File: src/rtl/evmon_pkg.sv
package evmon_pkg;
  localparam int CNT_W   = 32;
  localparam int SEL_W   = 8;
  localparam int NUM_EVT = 23;
  localparam int PRE_W   = 6;
  localparam int NUM_EVC = 2;
  localparam int NUM_CNT = NUM_EVC + 1;   // index NUM_EVC is the clock counter

  // control word layout
  localparam int B_EN   = 0;
  localparam int B_ERST = 1;
  localparam int B_CRST = 2;
  localparam int B_DIV  = 3;
  localparam int B_IEN  = 4;
  localparam int B_OVF  = 8;
  localparam int B_SEL  = 12;

  localparam logic [1:0] A_CTRL = 2'd0;
  localparam logic [1:0] A_CYC  = 2'd1;
  localparam logic [1:0] A_EV0  = 2'd2;

  function automatic logic code_counts(input logic [SEL_W-1:0] c);
    return (c <= 8'h0D) || (c >= 8'h10 && c <= 8'h12) || (c >= 8'h14 && c <= 8'h16);
  endfunction
endpackage

File: src/rtl/evmon_counter.sv
module evmon_counter #(
  parameter int W = 32
) (
  input  logic         clk,
  input  logic         rst_n,
  input  logic         inc,
  input  logic         clr,
  input  logic         ld,
  input  logic [W-1:0] ld_val,
  output logic [W-1:0] q,
  output logic         wrap
);
  always_ff @(posedge clk or negedge rst_n) begin
    if (!rst_n)    q <= '0;
    else if (ld)   q <= ld_val;
    else if (clr)  q <= '0;
    else if (inc)  q <= q + 1'b1;
  end

  assign wrap = inc && !ld && !clr && (&q);

  // a load wins over everything else
  a_r7_load_wins: assert property (@(posedge clk) disable iff (!rst_n)
    ld |=> q == $past(ld_val));
  // a strobe zeroes the counter
  a_r6_clear_zero: assert property (@(posedge clk) disable iff (!rst_n)
    clr && !ld |=> q == '0);
  // no activity means no change
  a_r3_hold: assert property (@(posedge clk) disable iff (!rst_n)
    !inc && !ld && !clr |=> $stable(q));
endmodule

File: src/rtl/evmon_prescale.sv
module evmon_prescale #(
  parameter int PW = 6
) (
  input  logic clk,
  input  logic rst_n,
  input  logic run,
  input  logic clr,
  output logic tick
);
  logic [PW-1:0] cnt;

  always_ff @(posedge clk or negedge rst_n) begin
    if (!rst_n)    cnt <= '0;
    else if (clr)  cnt <= '0;
    else if (run)  cnt <= cnt + 1'b1;
  end

  assign tick = run && (&cnt);

  // the prescaler freezes while not running
  a_r3_pre_frozen: assert property (@(posedge clk) disable iff (!rst_n)
    !run && !clr |=> $stable(cnt));
endmodule

File: src/rtl/evmon_evsel.sv
module evmon_evsel
  import evmon_pkg::*;
(
  input  logic               en,
  input  logic [SEL_W-1:0]   sel,
  input  logic [NUM_EVT-1:0] evt,
  output logic               hit
);
  logic [NUM_EVT-1:0] match;

  genvar k;
  generate
    for (k = 0; k < NUM_EVT; k++) begin : g_code
      localparam logic [SEL_W-1:0] CODE = SEL_W'(k);
      assign match[k] = (sel == CODE) && code_counts(CODE);
    end
  endgenerate

  assign hit = en && (|(match & evt));
endmodule

File: src/rtl/evmon_ctrl.sv
module evmon_ctrl
  import evmon_pkg::*;
(
  input  logic                 clk,
  input  logic                 rst_n,
  input  logic                 wr,
  input  logic [CNT_W-1:0]     wdata,
  input  logic [NUM_CNT-1:0]   wrap,
  output logic                 en,
  output logic                 div,
  output logic [NUM_CNT-1:0]   ien,
  output logic [NUM_CNT-1:0]   flags,
  output logic [SEL_W-1:0]     sel [NUM_EVC],
  output logic                 ev_rst,
  output logic                 cyc_rst,
  output logic [CNT_W-1:0]     word
);
  logic [NUM_CNT-1:0] clr_req;
  logic               unused_wz;

  assign unused_wz = ^{wdata[7], wdata[11], wdata[CNT_W-1:B_SEL+NUM_EVC*SEL_W]};
  assign clr_req   = wr ? wdata[B_OVF +: NUM_CNT] : '0;
  assign ev_rst    = wr && wdata[B_ERST];
  assign cyc_rst   = wr && wdata[B_CRST];

  always_ff @(posedge clk or negedge rst_n) begin
    if (!rst_n) begin
      en  <= 1'b0;
      div <= 1'b0;
      ien <= '0;
    end else if (wr) begin
      en  <= wdata[B_EN];
      div <= wdata[B_DIV];
      ien <= wdata[B_IEN +: NUM_CNT];
    end
  end

  genvar i;
  generate
    for (i = 0; i < NUM_EVC; i++) begin : g_sel
      always_ff @(posedge clk or negedge rst_n) begin
        if (!rst_n)  sel[i] <= '0;
        else if (wr) sel[i] <= wdata[B_SEL + i*SEL_W +: SEL_W];
      end
    end
    for (i = 0; i < NUM_CNT; i++) begin : g_flag
      always_ff @(posedge clk or negedge rst_n) begin
        if (!rst_n)          flags[i] <= 1'b0;
        else if (wrap[i])    flags[i] <= 1'b1;
        else if (clr_req[i]) flags[i] <= 1'b0;
      end
      // a wrap leaves its flag set
      a_r8_wrap_sets: assert property (@(posedge clk) disable iff (!rst_n)
        wrap[i] |=> flags[i]);
      // a flag only drops when a 1 is written to it
      a_r9_sticky: assert property (@(posedge clk) disable iff (!rst_n)
        flags[i] && !clr_req[i] |=> flags[i]);
      // clear without a concurrent wrap drops the flag
      a_r9_w1c: assert property (@(posedge clk) disable iff (!rst_n)
        clr_req[i] && !wrap[i] |=> !flags[i]);
    end
  endgenerate

  always_comb begin
    word = '0;
    word[B_EN]  = en;
    word[B_DIV] = div;
    word[B_IEN +: NUM_CNT] = ien;
    word[B_OVF +: NUM_CNT] = flags;
    for (int j = 0; j < NUM_EVC; j++) word[B_SEL + j*SEL_W +: SEL_W] = sel[j];
  end
endmodule

File: src/rtl/evmon_top.sv
module evmon_top
  import evmon_pkg::*;
(
  input  logic               clk,
  input  logic               rst_n,
  input  logic               bus_we,
  input  logic [1:0]         bus_addr,
  input  logic [31:0]        bus_wdata,
  output logic [31:0]        bus_rdata,
  input  logic [NUM_EVT-1:0] evt_pulse,
  output logic               irq
);
  logic               en, div, ev_rst, cyc_rst, pre_tick, wr_ctrl;
  logic [NUM_CNT-1:0] ien, flags, wrap;
  logic [SEL_W-1:0]   sel [NUM_EVC];
  logic [CNT_W-1:0]   word;
  logic [CNT_W-1:0]   cnt_q [NUM_CNT];

  assign wr_ctrl = bus_we && (bus_addr == A_CTRL);

  evmon_ctrl u_ctrl (
    .clk(clk), .rst_n(rst_n), .wr(wr_ctrl), .wdata(bus_wdata), .wrap(wrap),
    .en(en), .div(div), .ien(ien), .flags(flags), .sel(sel),
    .ev_rst(ev_rst), .cyc_rst(cyc_rst), .word(word)
  );

  genvar i;
  generate
    for (i = 0; i < NUM_EVC; i++) begin : g_ev
      localparam logic [1:0] MY_ADDR = A_EV0 + 2'(i);
      logic hit;
      evmon_evsel u_sel (.en(en), .sel(sel[i]), .evt(evt_pulse), .hit(hit));
      evmon_counter #(.W(CNT_W)) u_cnt (
        .clk(clk), .rst_n(rst_n), .inc(hit), .clr(ev_rst),
        .ld(bus_we && bus_addr == MY_ADDR), .ld_val(bus_wdata),
        .q(cnt_q[i]), .wrap(wrap[i])
      );
    end
  endgenerate

  evmon_prescale #(.PW(PRE_W)) u_pre (
    .clk(clk), .rst_n(rst_n), .run(en && div), .clr(cyc_rst), .tick(pre_tick)
  );

  evmon_counter #(.W(CNT_W)) u_cyc (
    .clk(clk), .rst_n(rst_n), .inc(en && (div ? pre_tick : 1'b1)), .clr(cyc_rst),
    .ld(bus_we && bus_addr == A_CYC), .ld_val(bus_wdata),
    .q(cnt_q[NUM_EVC]), .wrap(wrap[NUM_EVC])
  );

  always_comb begin
    case (bus_addr)
      A_CTRL:  bus_rdata = word;
      A_CYC:   bus_rdata = cnt_q[NUM_EVC];
      A_EV0:   bus_rdata = cnt_q[0];
      default: bus_rdata = cnt_q[1];
    endcase
  end

  assign irq = |(flags & ien);

  // irq cannot rise without a flag that was already pending
  a_r10_irq_source: assert property (@(posedge clk) disable iff (!rst_n)
    $rose(irq) |-> (flags != '0));
  // write-as-zero positions in the readback
  a_r2_wz_bits: assert property (@(posedge clk) disable iff (!rst_n)
    word[31:28] == 4'h0 && !word[11] && !word[7] && !word[2] && !word[1]);
endmodule

File: config.mk
export PLATFORM = sky130hd
export DESIGN_NAME = evmon_top
export DESIGN_NICKNAME = d
export VERILOG_FILES = /design/src/rtl/evmon_pkg.sv /design/src/rtl/evmon_counter.sv /design/src/rtl/evmon_prescale.sv /design/src/rtl/evmon_evsel.sv /design/src/rtl/evmon_ctrl.sv /design/src/rtl/evmon_top.sv
export SDC_FILE = /design/constraint.sdc
export NUM_CORES = 1
export LEC_CHECK = 0
export BUFFER_PORTS_ARGS = -buffer_cell sky130_fd_sc_hd__buf_2
export CORE_MARGIN = 4
export CORE_UTILIZATION = 40
export DETAILED_ROUTE_END_ITERATION = 8
export SETUP_SLACK_MARGIN = 0.05
export SYNTH_ARGS = -nofsm -noshare
export SYNTH_HDL_FRONTEND = slang
export SYNTH_HIERARCHICAL = 1
export SYNTH_SLANG_ARGS = --single-unit
File: constraint.sdc
create_clock -name clk -period 2.4 [get_ports clk]
set_clock_uncertainty 0.1 [all_clocks]
set_input_delay 0.36 -clock clk [delete_from_list [all_inputs] [get_ports clk]]
set_output_delay 0.36 -clock clk [all_outputs]
set_load 0.005 [all_outputs]
==> results of run 1 <==
-- what timing repair did --
action / 4_1_cts / 5_1_grt
setup buffers: 5 / 18
resized for setup: 83 / 43
hold endpoints to repair: 28 / 0
setup endpoints to repair: 64 / 70
hold buffers: 1 / 0
pin swaps: 42 / 41
-- sequential cells by signal, indices dropped and copies added, names as in the netlist --
signal,count
u_ctrl/ien,3
u_ctrl/flags,3
u_pre/cnt,6
u_cyc/q,32
u_ctrl/en,1
u_ctrl/div,1
g_ev.u_cnt/q,64
u_ctrl/sel,16
-- path summary, 6_finish.rpt --
path / startpoint / end / slack, ps
worst max-delay path: u_ctrl/sel[8] / u_ctrl/flags[0] / -330
worst min-delay path: bus_wdata[11] / u_cyc/q[11] / 130
worst max register to register: u_ctrl/sel[8] / u_ctrl/flags[0] / -330
worst min register to register: u_ctrl/flags[2] / u_ctrl/flags[2] / 410
max in group asynchronous: rst_n / g_ev[1].u_cnt/q[25] / 1130
min in group asynchronous: rst_n / g_ev[1].u_cnt/q[9] / 340
-- report_power, final --
group          internal [W]  switching (W)
combinational       0.00110       0.000985
clock               0.00139       0.000947
sequential          0.00250       0.000529
total               0.00499        0.00246
-- logic make-up after synthesis --
logic type,count (synthesis),share of synthesized area
other,1,0.000432
xor gates and xnor gates,79,0.0797
adders and majority gates,4,0.00577
and+or+nand+nor,385,0.237
buffers and inverters,102,0.0709
AOI/OAI and AO/OA,153,0.0980
muxes,73,0.145
DFF,126,0.363
-- routing by layer --
metal  share of wire  vias to the layer above  GRT usage
met5               0                        -          0
met4           0.024                        0     0.0738
met2            0.47                      323      0.390
li1                -                     3651          -
met1            0.43                     4011      0.345
met3           0.076                       53     0.0509
-- cell type report --
cell class | instances | share of cell area
Clock buffer | 25 | 0.0443
Multi-Input combinational cell | 702 | 0.490
Tap cell | 275 | 0.0314
Sequential cell | 126 | 0.288
Inverter | 16 | 0.00548
Timing Repair Buffer | 217 | 0.137
Clock inverter | 7 | 0.00342
-- stage by stage --
step                worst slack [ps]  setup TNS (ps)  total power, W
global route                    -432          -13780         0.00782
floorplan                      -27.8           -42.4         0.00409
detailed placement              -382          -11150         0.00492
global placement                -330           -9820         0.00490
finish                          -327           -7920         0.00745
CTS                             -213           -3120         0.00733
-- worst max-delay path, cell delays in order (launching register included) --
cell,delay [ps]
dfrtp_2,450
mux4_2,520
mux2_4,280
nand4b_1,150
a31oi_4,190
buf_4,200
buf_6,130
buf_4,140
nand3_4,60
nor2_2,40
and3_4,180
a21o_1,150
-- cell usage in the layout, fill, tap and decap left out, types with 6 or more instances in the layout --
| master | netlist | final |
|---|---|---|
| nand3_1 | 29 | 19 |
| clkbuf_16 | 0 | 17 |
| nand4_1 | 53 | 53 |
| dfrtp_1 | 126 | 122 |
| nor2_1 | 48 | 35 |
| mux2_4 | 15 | 17 |
| o21ai_1 | 30 | 55 |
| nor4_1 | 8 | 8 |
| nand2_1 | 144 | 139 |
| and4_1 | 21 | 20 |
| nor3_2 | 6 | 9 |
| a22o_1 | 6 | 6 |
| xnor2_1 | 37 | 32 |
| mux4_2 | 30 | 30 |
| buf_4 | 33 | 113 |
| buf_2 | 12 | 88 |
| nand3_2 | 1 | 7 |
| clkinv_2 | 0 | 6 |
| mux2_2 | 10 | 8 |
| o21ai_0 | 58 | 33 |
| a21oi_1 | 37 | 24 |
| and3_1 | 18 | 15 |
| nor3_1 | 18 | 12 |
| mux2i_1 | 14 | 14 |
| xor2_1 | 42 | 42 |
| inv_1 | 16 | 14 |
| a21oi_2 | 0 | 13 |
| nor4_2 | 9 | 6 |
| nor2_4 | 0 | 8 |
| conb_1 | 1 | 8 |
| buf_6 | 6 | 11 |
==> impl_metrics.toml, run 1 <==
[timing]
max_freq_ghz = 0.367
slew_headroom = 0.552
tightest_slew_ps = 666
rsz0062_at_grt = "true"
drv_slew = 0
period_share = 1.14
hold_violations = 0
fin_ws_ps = -327
setup_violations = 55
hold_slack_ps = 126
fin_crit_ps = 2730

[synthesis]
synth_area_mm2 = 0.00868
synth_cells = 923
ys_top_cells_by_area = "dfrtp_1, mux4_2, nand2_1"
async_reset_ff_frac = 1.00
synth_most_common_cell = "nand2_1"
synth_cell_types = 51
synth_warnings = 6
yosysTopAreaCell = "dfrtp_1"
synth_top_area_share = 0.363
synth_edf_count = 0
yosysSeqAreaShare = 0.363
synth_seq_cells = 126
syn_avg_cell_area_um2 = 9.41
synthTopCellsByCount = "nand2_1, dfrtp_1, o21ai_0"
synthFlopType = "dfrtp_1"

[critical_path]
required_ps = 2610
cp-end-kind = "flip-flop"
start_kind = "flip-flop"
cp_max_fo = 8
reg2reg_depth = 11
critPathKind = "flip-flop to flip-flop"
worstPathArrival_ps = 2940

[power_and_ir_drop]
leakagePower_nw = 4.62
powerDensity_mw_per_mm2 = 680
ir_drop_v = 0.000370

[run_status]
status = "finished, violations left"
violations = "setup timing"

[floorplanning]
start_util = 0.410
coreArea_mm2 = 0.0212
rows = 53
dieArea_mm2 = 0.0241
die_height_um = 155
die_x_um = 155
io_pins = 93

[clocking]
cts_tree = "done"
numCtsBuffers = 17
clock-sinks = 126
clk_pin_slew_ps = 50
htree_levels = 4
clock_path_buffers = 2
clock-root-buffer = "clkbuf_16"
clock_latency_ps = 430

[routing]
firstDrtPassIters = 5
drtIter0Drc = 683
via_per_inst = 5.88
drc = 0
wirelength_um = 30200
vias = 8038
detail_route.wl_per_cell_um = 22.1
ant_nets = 0

[global_route]
antenna_found_initial = 0
grtUsageTotal = 0.247
grt_pass1_vias = 7652
grt_pass1_wl_um = 45500
grt_overflow_total = 0
grt_max_degree = 44

[final_layout]
multi_input_area_mm2 = 0.00537
utilization = 0.518
final_area_mm2 = 0.0110
regArea_mm2 = 0.00316
fill_cells = 1973
drive_above_1_share = 0.363
syn2layout_area_growth_pct = 26.3
instances_no_fill = 1368
final_nets = 1144
diodes = 0

[hold_path]
hp-class = "primary input to flip-flop"
min_path_cells = 3

[placement]
dpl.cell_count = 1317
dpl_cell_area_mm2 = 0.00985
port_buffers = 89
dpl.hpwl_um = 22800
gp_congestion = 0.969

[flow_run]
cap_violations = 0
Note: power is estimated with default switching activity, not from simulation.
==> inputs of run 2 (changes only) <==
--- a/config.mk
+++ b/config.mk
@@ -9,6 +9,7 @@
 export CORE_MARGIN = 4
 export CORE_UTILIZATION = 40
 export DETAILED_ROUTE_END_ITERATION = 8
+export PLACE_DENSITY_LB_ADDON = 0.2
 export SETUP_SLACK_MARGIN = 0.05
 export SYNTH_ARGS = -nofsm -noshare
 export SYNTH_HDL_FRONTEND = slang
==> run 2 against run 1 <==
  * The flow still finishes with violations (setup timing)
  * Sequential power hardly changed
  * Global-route usage is 0.61 points higher
  * Count of clock-buffer cells in the layout is 7 lower
==> impl_metrics.toml, run 2 (synthesis results as in run 1) <==
[run_status]
status = "finished, violations left"
violations = "setup timing"

[final_layout]
syn2layout_area_growth_pct = 28.7
final_cell_mix = "nand2_1, dfrtp_1, buf_4"
drive_above_1_share = 0.375
multi_input_area_mm2 = 0.00540
utilization = 0.528
final_area_mm2 = 0.0112
diodes = 0
regArea_mm2 = 0.00316
top_regs = "g_ev.u_cnt/q (64), u_cyc/q (32), u_ctrl/sel (16)"
fill_cells = 1956
final_nets = 1151
largest_reg_flops = 64
final_common_cell = "nand2_1"
max_flop_register = "g_ev.u_cnt/q"
instances_no_fill = 1375

[timing]
fin_ws_ps = -265
drv_slew = 0
fin_setup_tns_ps = -7790
period_share = 1.11
tightest_slew_ps = 807
fin_crit_ps = 2670
setup_violations = 57
hold_violations = 0
slew_headroom = 0.457
max_freq_ghz = 0.375
rsz0062_at_grt = "true"

[routing]
drtIter0Drc = 834
wirelength_um = 30200
ant_nets = 0
firstDrtPassIters = 6
vias = 8054
drc = 0
via_per_inst = 5.86
detail_route.wl_per_cell_um = 21.9

[flow_run]
cap_violations = 0

[critical_path]
reg2reg_depth = 12
cp_max_fo = 5
worstPathArrival_ps = 2880
required_ps = 2610
critPathKind = "flip-flop to flip-flop"
cp-end-kind = "flip-flop"
start_kind = "flip-flop"

[placement]
dpl.cell_count = 1318
gp_congestion = 0.953
dpl.hpwl_um = 22800
dpl_cell_area_mm2 = 0.00983
port_buffers = 89

[floorplanning]
rows = 53
die_x_um = 155
die_height_um = 155
dieArea_mm2 = 0.0241
start_util = 0.410
io_pins = 93
coreArea_mm2 = 0.0212

[global_route]
grt_overflow_total = 0
antenna_found_initial = 2
grt_max_degree = 52
grt_pass1_vias = 7963
grt_pass1_wl_um = 46600
grtUsageTotal = 0.253

[clocking]
clk_pin_slew_ps = 60
clock_path_buffers = 2
htree_levels = 4
clock-sinks = 126
numCtsBuffers = 17
cts_tree = "done"
clock_latency_ps = 430
clock-root-buffer = "clkbuf_16"

[power_and_ir_drop]
power_w = 0.00783
leakagePower_nw = 4.68
ir_drop_v = 0.000393
powerDensity_mw_per_mm2 = 701

[hold_path]
hp-class = "primary input to flip-flop"
min_path_cells = 3
## run 2: routing by layer
layer | global-route usage | wire length [um]
met5 | 0 | 13
met4 | 0.0880 | 884
met3 | 0.0565 | 2260
met2 | 0.388 | 13800
met1 | 0.355 | 13200
## run 2: layout make-up
type | instances | area share
Tap cell | 275 | 0.0308
Inverter | 16 | 0.00538
Clock buffer | 18 | 0.0393
Sequential cell | 126 | 0.283
Clock inverter | 14 | 0.0150
Timing Repair Buffer | 224 | 0.144
Multi-Input combinational cell | 702 | 0.483
## run 2: worst paths after layout
kind | start | to | slack (ps)
max | u_ctrl/sel[8] | u_ctrl/flags[0] | -270
min | bus_wdata[11] | u_cyc/q[11] | 120
max reg2reg | u_ctrl/sel[8] | u_ctrl/flags[0] | -270
min reg2reg | u_ctrl/flags[0] | u_ctrl/flags[0] | 420
max in group asynchronous | rst_n | u_ctrl/sel[0] | 1190
min in group asynchronous | rst_n | g_ev[0].u_cnt/q[5] | 350
## run 2: power breakdown
group          internal, W  total (W)  switching, W
Combinational      0.00111    0.00211       0.00100
Clock              0.00166    0.00270       0.00104
Sequential         0.00250    0.00302      0.000524
## run 2: worst max-delay path, stage by stage, from the launching register on
cell and delay, ps:
dfrtp_2 410, mux4_2 500, mux2_4 290, nand4b_1 150, a31oi_4 110, buf_12 160, buf_6 110, buf_6 110
buf_8 130, nand3_4 80, nor2_4 50, and3_4 190, a21o_1 150
## run 2: through the flow
stage               hold WS [ps]  setup slack [ps]
global route                 112              -388
floorplan                  -35.6             -27.8
global placement             257              -451
finish                       118              -265
detailed placement           256              -452
CTS                          106              -270
## run 2: timing repair
item | in CTS | in global routing
gates cloned | 1 | 0
setup buffers | 18 | 12
gates resized for setup | 89 | 63
endpoints found under the hold margin | 47 | 0
pin swaps | 39 | 44
hold buffers | 1 | 0
endpoints found under the setup margin | 66 | 73
==> inputs of run 3 (changes only) <==
--- a/config.mk
+++ b/config.mk
@@ -5,6 +5,7 @@
 export SDC_FILE = /design/constraint.sdc
 export NUM_CORES = 1
 export LEC_CHECK = 0
+export ABC_AREA = 1
 export BUFFER_PORTS_ARGS = -buffer_cell sky130_fd_sc_hd__buf_2
 export CORE_MARGIN = 4
 export CORE_UTILIZATION = 40
==> run 3 against run 2 <==
  * The flow now finishes without violations
  * Critical path depth increased by 4
  * Combinational power increased by 85%
  * Die area increased by 20%
  * Via count increased by 45%
  * Register-to-register slack improved by 450 ps
==> impl_metrics.toml, run 3 <==
[global_route]
met2_usage = 0.439
grt_use_met1 = 0.384
grt_pass1_vias = 10800
met3_usage = 0.0597
grt_pass1_wl_um = 63500
grt_max_degree = 66
antenna_found_initial = 1
grt_overflow_total = 0
grtUsageTotal = 0.282
grt-busiest-layer = "met2"

[final_layout]
largest_reg_flops = 64
final_cell_mix = "nand2_1, nand3_1, nor2_1"
final_common_cell = "nand2_1"
syn2layout_area_growth_pct = 15.9
instances_no_fill = 2080
max_flop_register = "g_ev.u_cnt/q"
utilization = 0.471
top_regs = "g_ev.u_cnt/q (64), u_cyc/q (32), u_ctrl/sel (16)"
diodes = 0
final_area_mm2 = 0.0122
final_nets = 1796
drive_above_1_share = 0.190

[routing]
drtIter0Drc = 1062
wirelength_um = 41100
vias = 11700
firstDrtPassIters = 5
drc = 0
detail_route.wl_per_cell_um = 19.7
ant_nets = 0
via_per_inst = 5.61

[synthesis]
synth_cell_types = 35
ys_top_cells_by_area = "dfrtp_1, nand2_1, nand3_1"
synthTopCellsByCount = "nand2_1, nand3_1, nor2_1"
yosysTopAreaCell = "dfrtp_1"
synth_most_common_cell = "nand2_1"
synthXorXnorAreaFrac = 0.000830
synth_area_mm2 = 0.0106
synth_top_area_share = 0.299
synth-compound-area-share = 0.133
yosysSeqAreaShare = 0.299
syn_avg_cell_area_um2 = 6.39
synth-simple-area-share = 0.447
synth_mux_area_frac = 0
synth_edf_count = 0
synth_top_family_by_area = "simple AND/OR/NAND/NOR gates"
synth_seq_cells = 126
synth_cells = 1651
synthFlopType = "dfrtp_1"
synth_warnings = 6
async_reset_ff_frac = 1.00
synthAdderAreaFrac = 0.00474

[hold_path]
hp-start = "bus_wdata[4]"
hp-class = "primary input to flip-flop"
min_path_cells = 3
holdPathEnd = "u_ctrl/ien[0]"

[clocking]
clock-root-buffer = "clkbuf_16"
clock_path_buffers = 2
cts_tree = "done"
clock_latency_ps = 430
htree_levels = 4
clk_pin_slew_ps = 60
numCtsBuffers = 17
clock-sinks = 126

[placement]
dpl.hpwl_um = 31100
port_buffers = 89
post-place-ws_ps = -19.7
gp_congestion = 0.980
dpl.cell_count = 2037
dpl_cell_area_mm2 = 0.0113

[power_and_ir_drop]
powerDensity_mw_per_mm2 = 903
power_w = 0.0111
leakagePower_nw = 5.88
ir_drop_v = 0.000442

[flow_run]
cap_violations = 0

[timing]
tightest_slew_ps = 568
drv_slew = 0
period_share = 0.922
fin_crit_ps = 2210
max_freq_ghz = 0.452
fin_ws_ps = 187
slew_headroom = 0.621
hold_violations = 0
rsz0062_at_grt = "false"
setup_violations = 0

[critical_path]
required_ps = 2670
crit_family = "simple AND/OR/NAND/NOR gates"
crit_chain = "buf_4 > nor2_1 > nand2_1 > nor2_1 > nor2_1 > nand2_1 > nand2_1 > nand2_1 > nor2_4 > nor2_4 > inv_1 > nor3_1 > nand2_1 > nor2_1 > inv_1 > nand2_1"
crit_path_frequent_cell = "nand2_1"
crit_buf_inv = 3
reg2reg_slack_ps = 190
cp-end-kind = "flip-flop"
reg2reg_depth = 16
cp_max_fo = 4
cp_slowest_cell = "dfrtp_1"
r2r_end = "u_ctrl/flags[0]"
critPathKind = "flip-flop to flip-flop"
start_kind = "flip-flop"
cpPeakStageDelay_ps = 390
worstPathArrival_ps = 2480
worst_r2r_startpoint = "u_ctrl/sel[11]"

[run_status]
status = "finished, final reports clean"

[floorplanning]
coreArea_mm2 = 0.0260
die_x_um = 170
dieArea_mm2 = 0.0290
io_pins = 93
start_util = 0.406
die_height_um = 170
rows = 59
## run 3: tightest hold or removal path: stages
cell     delay [ps]
buf_2           150
nand2_1          90
o21ai_2          50
## run 3: report_power, final
part	internal, W	total [W]	switching, W
combinational	0.00148	0.00390	0.00243
sequential	0.00283	0.00408	0.00125
clock	0.00198	0.00307	0.00108
## run 3: how the worst max path moves through the flow
stage | startpoint | to | slack [ps] | cells after the start
floorplan | bus_addr[1] | g_ev[0].u_cnt/q[24] | 80 | 15
global placement | u_ctrl/sel[8] | g_ev[0].u_cnt/q[24] | 10 | 17
detailed placement | u_ctrl/sel[8] | g_ev[0].u_cnt/q[24] | -20 | 17
CTS | u_ctrl/sel[8] | g_ev[0].u_cnt/q[24] | 70 | 17
global route | u_ctrl/sel[1] | g_ev[1].u_cnt/q[28] | 50 | 16
finish | u_ctrl/sel[11] | u_ctrl/flags[0] | 190 | 16
## run 3: cell families after synthesis
group | count (synthesis)
other cells | 1
buf+inv | 264
xor+xnor | 1
compound gates | 253
flops | 126
simple gates | 1002
fa+ha+maj | 4
## run 3: stage by stage
stage / hold WS (ps) / TNS (ps)
floorplan: -35.6 / 0
global placement: 218 / 0
detailed placement: 216 / -31.9
CTS: 121 / 0
global route: 125 / 0
finish: 142 / 0
## run 3: routing by layer
metal  wire length [um]  vias up
li1                   -     5527
met1              17100     5462
met2              18500      580
met3               3980       90
met4               1460        2
met5                 16        -
## run 3: cell type report
class,count,area (um2)
Sequential cell,126,3160
Inverter,168,646
Fill cell,2694,13700
Multi-Input combinational cell,1268,6300
Clock inverter,13,235
Timing Repair Buffer,151,1030
Tap cell,335,419
Clock buffer,19,443
## run 3: timing repair
| action | in CTS | in global routing |
|---|---|---|
| endpoints found under the setup margin | 27 | 74 |
| hold buffers | 1 | 0 |
| resized for setup | 3 | 37 |
| cloned | 0 | 1 |
| pin swaps | 0 | 8 |
| setup buffers | 0 | 10 |
| endpoints found under the hold margin | 39 | 0 |
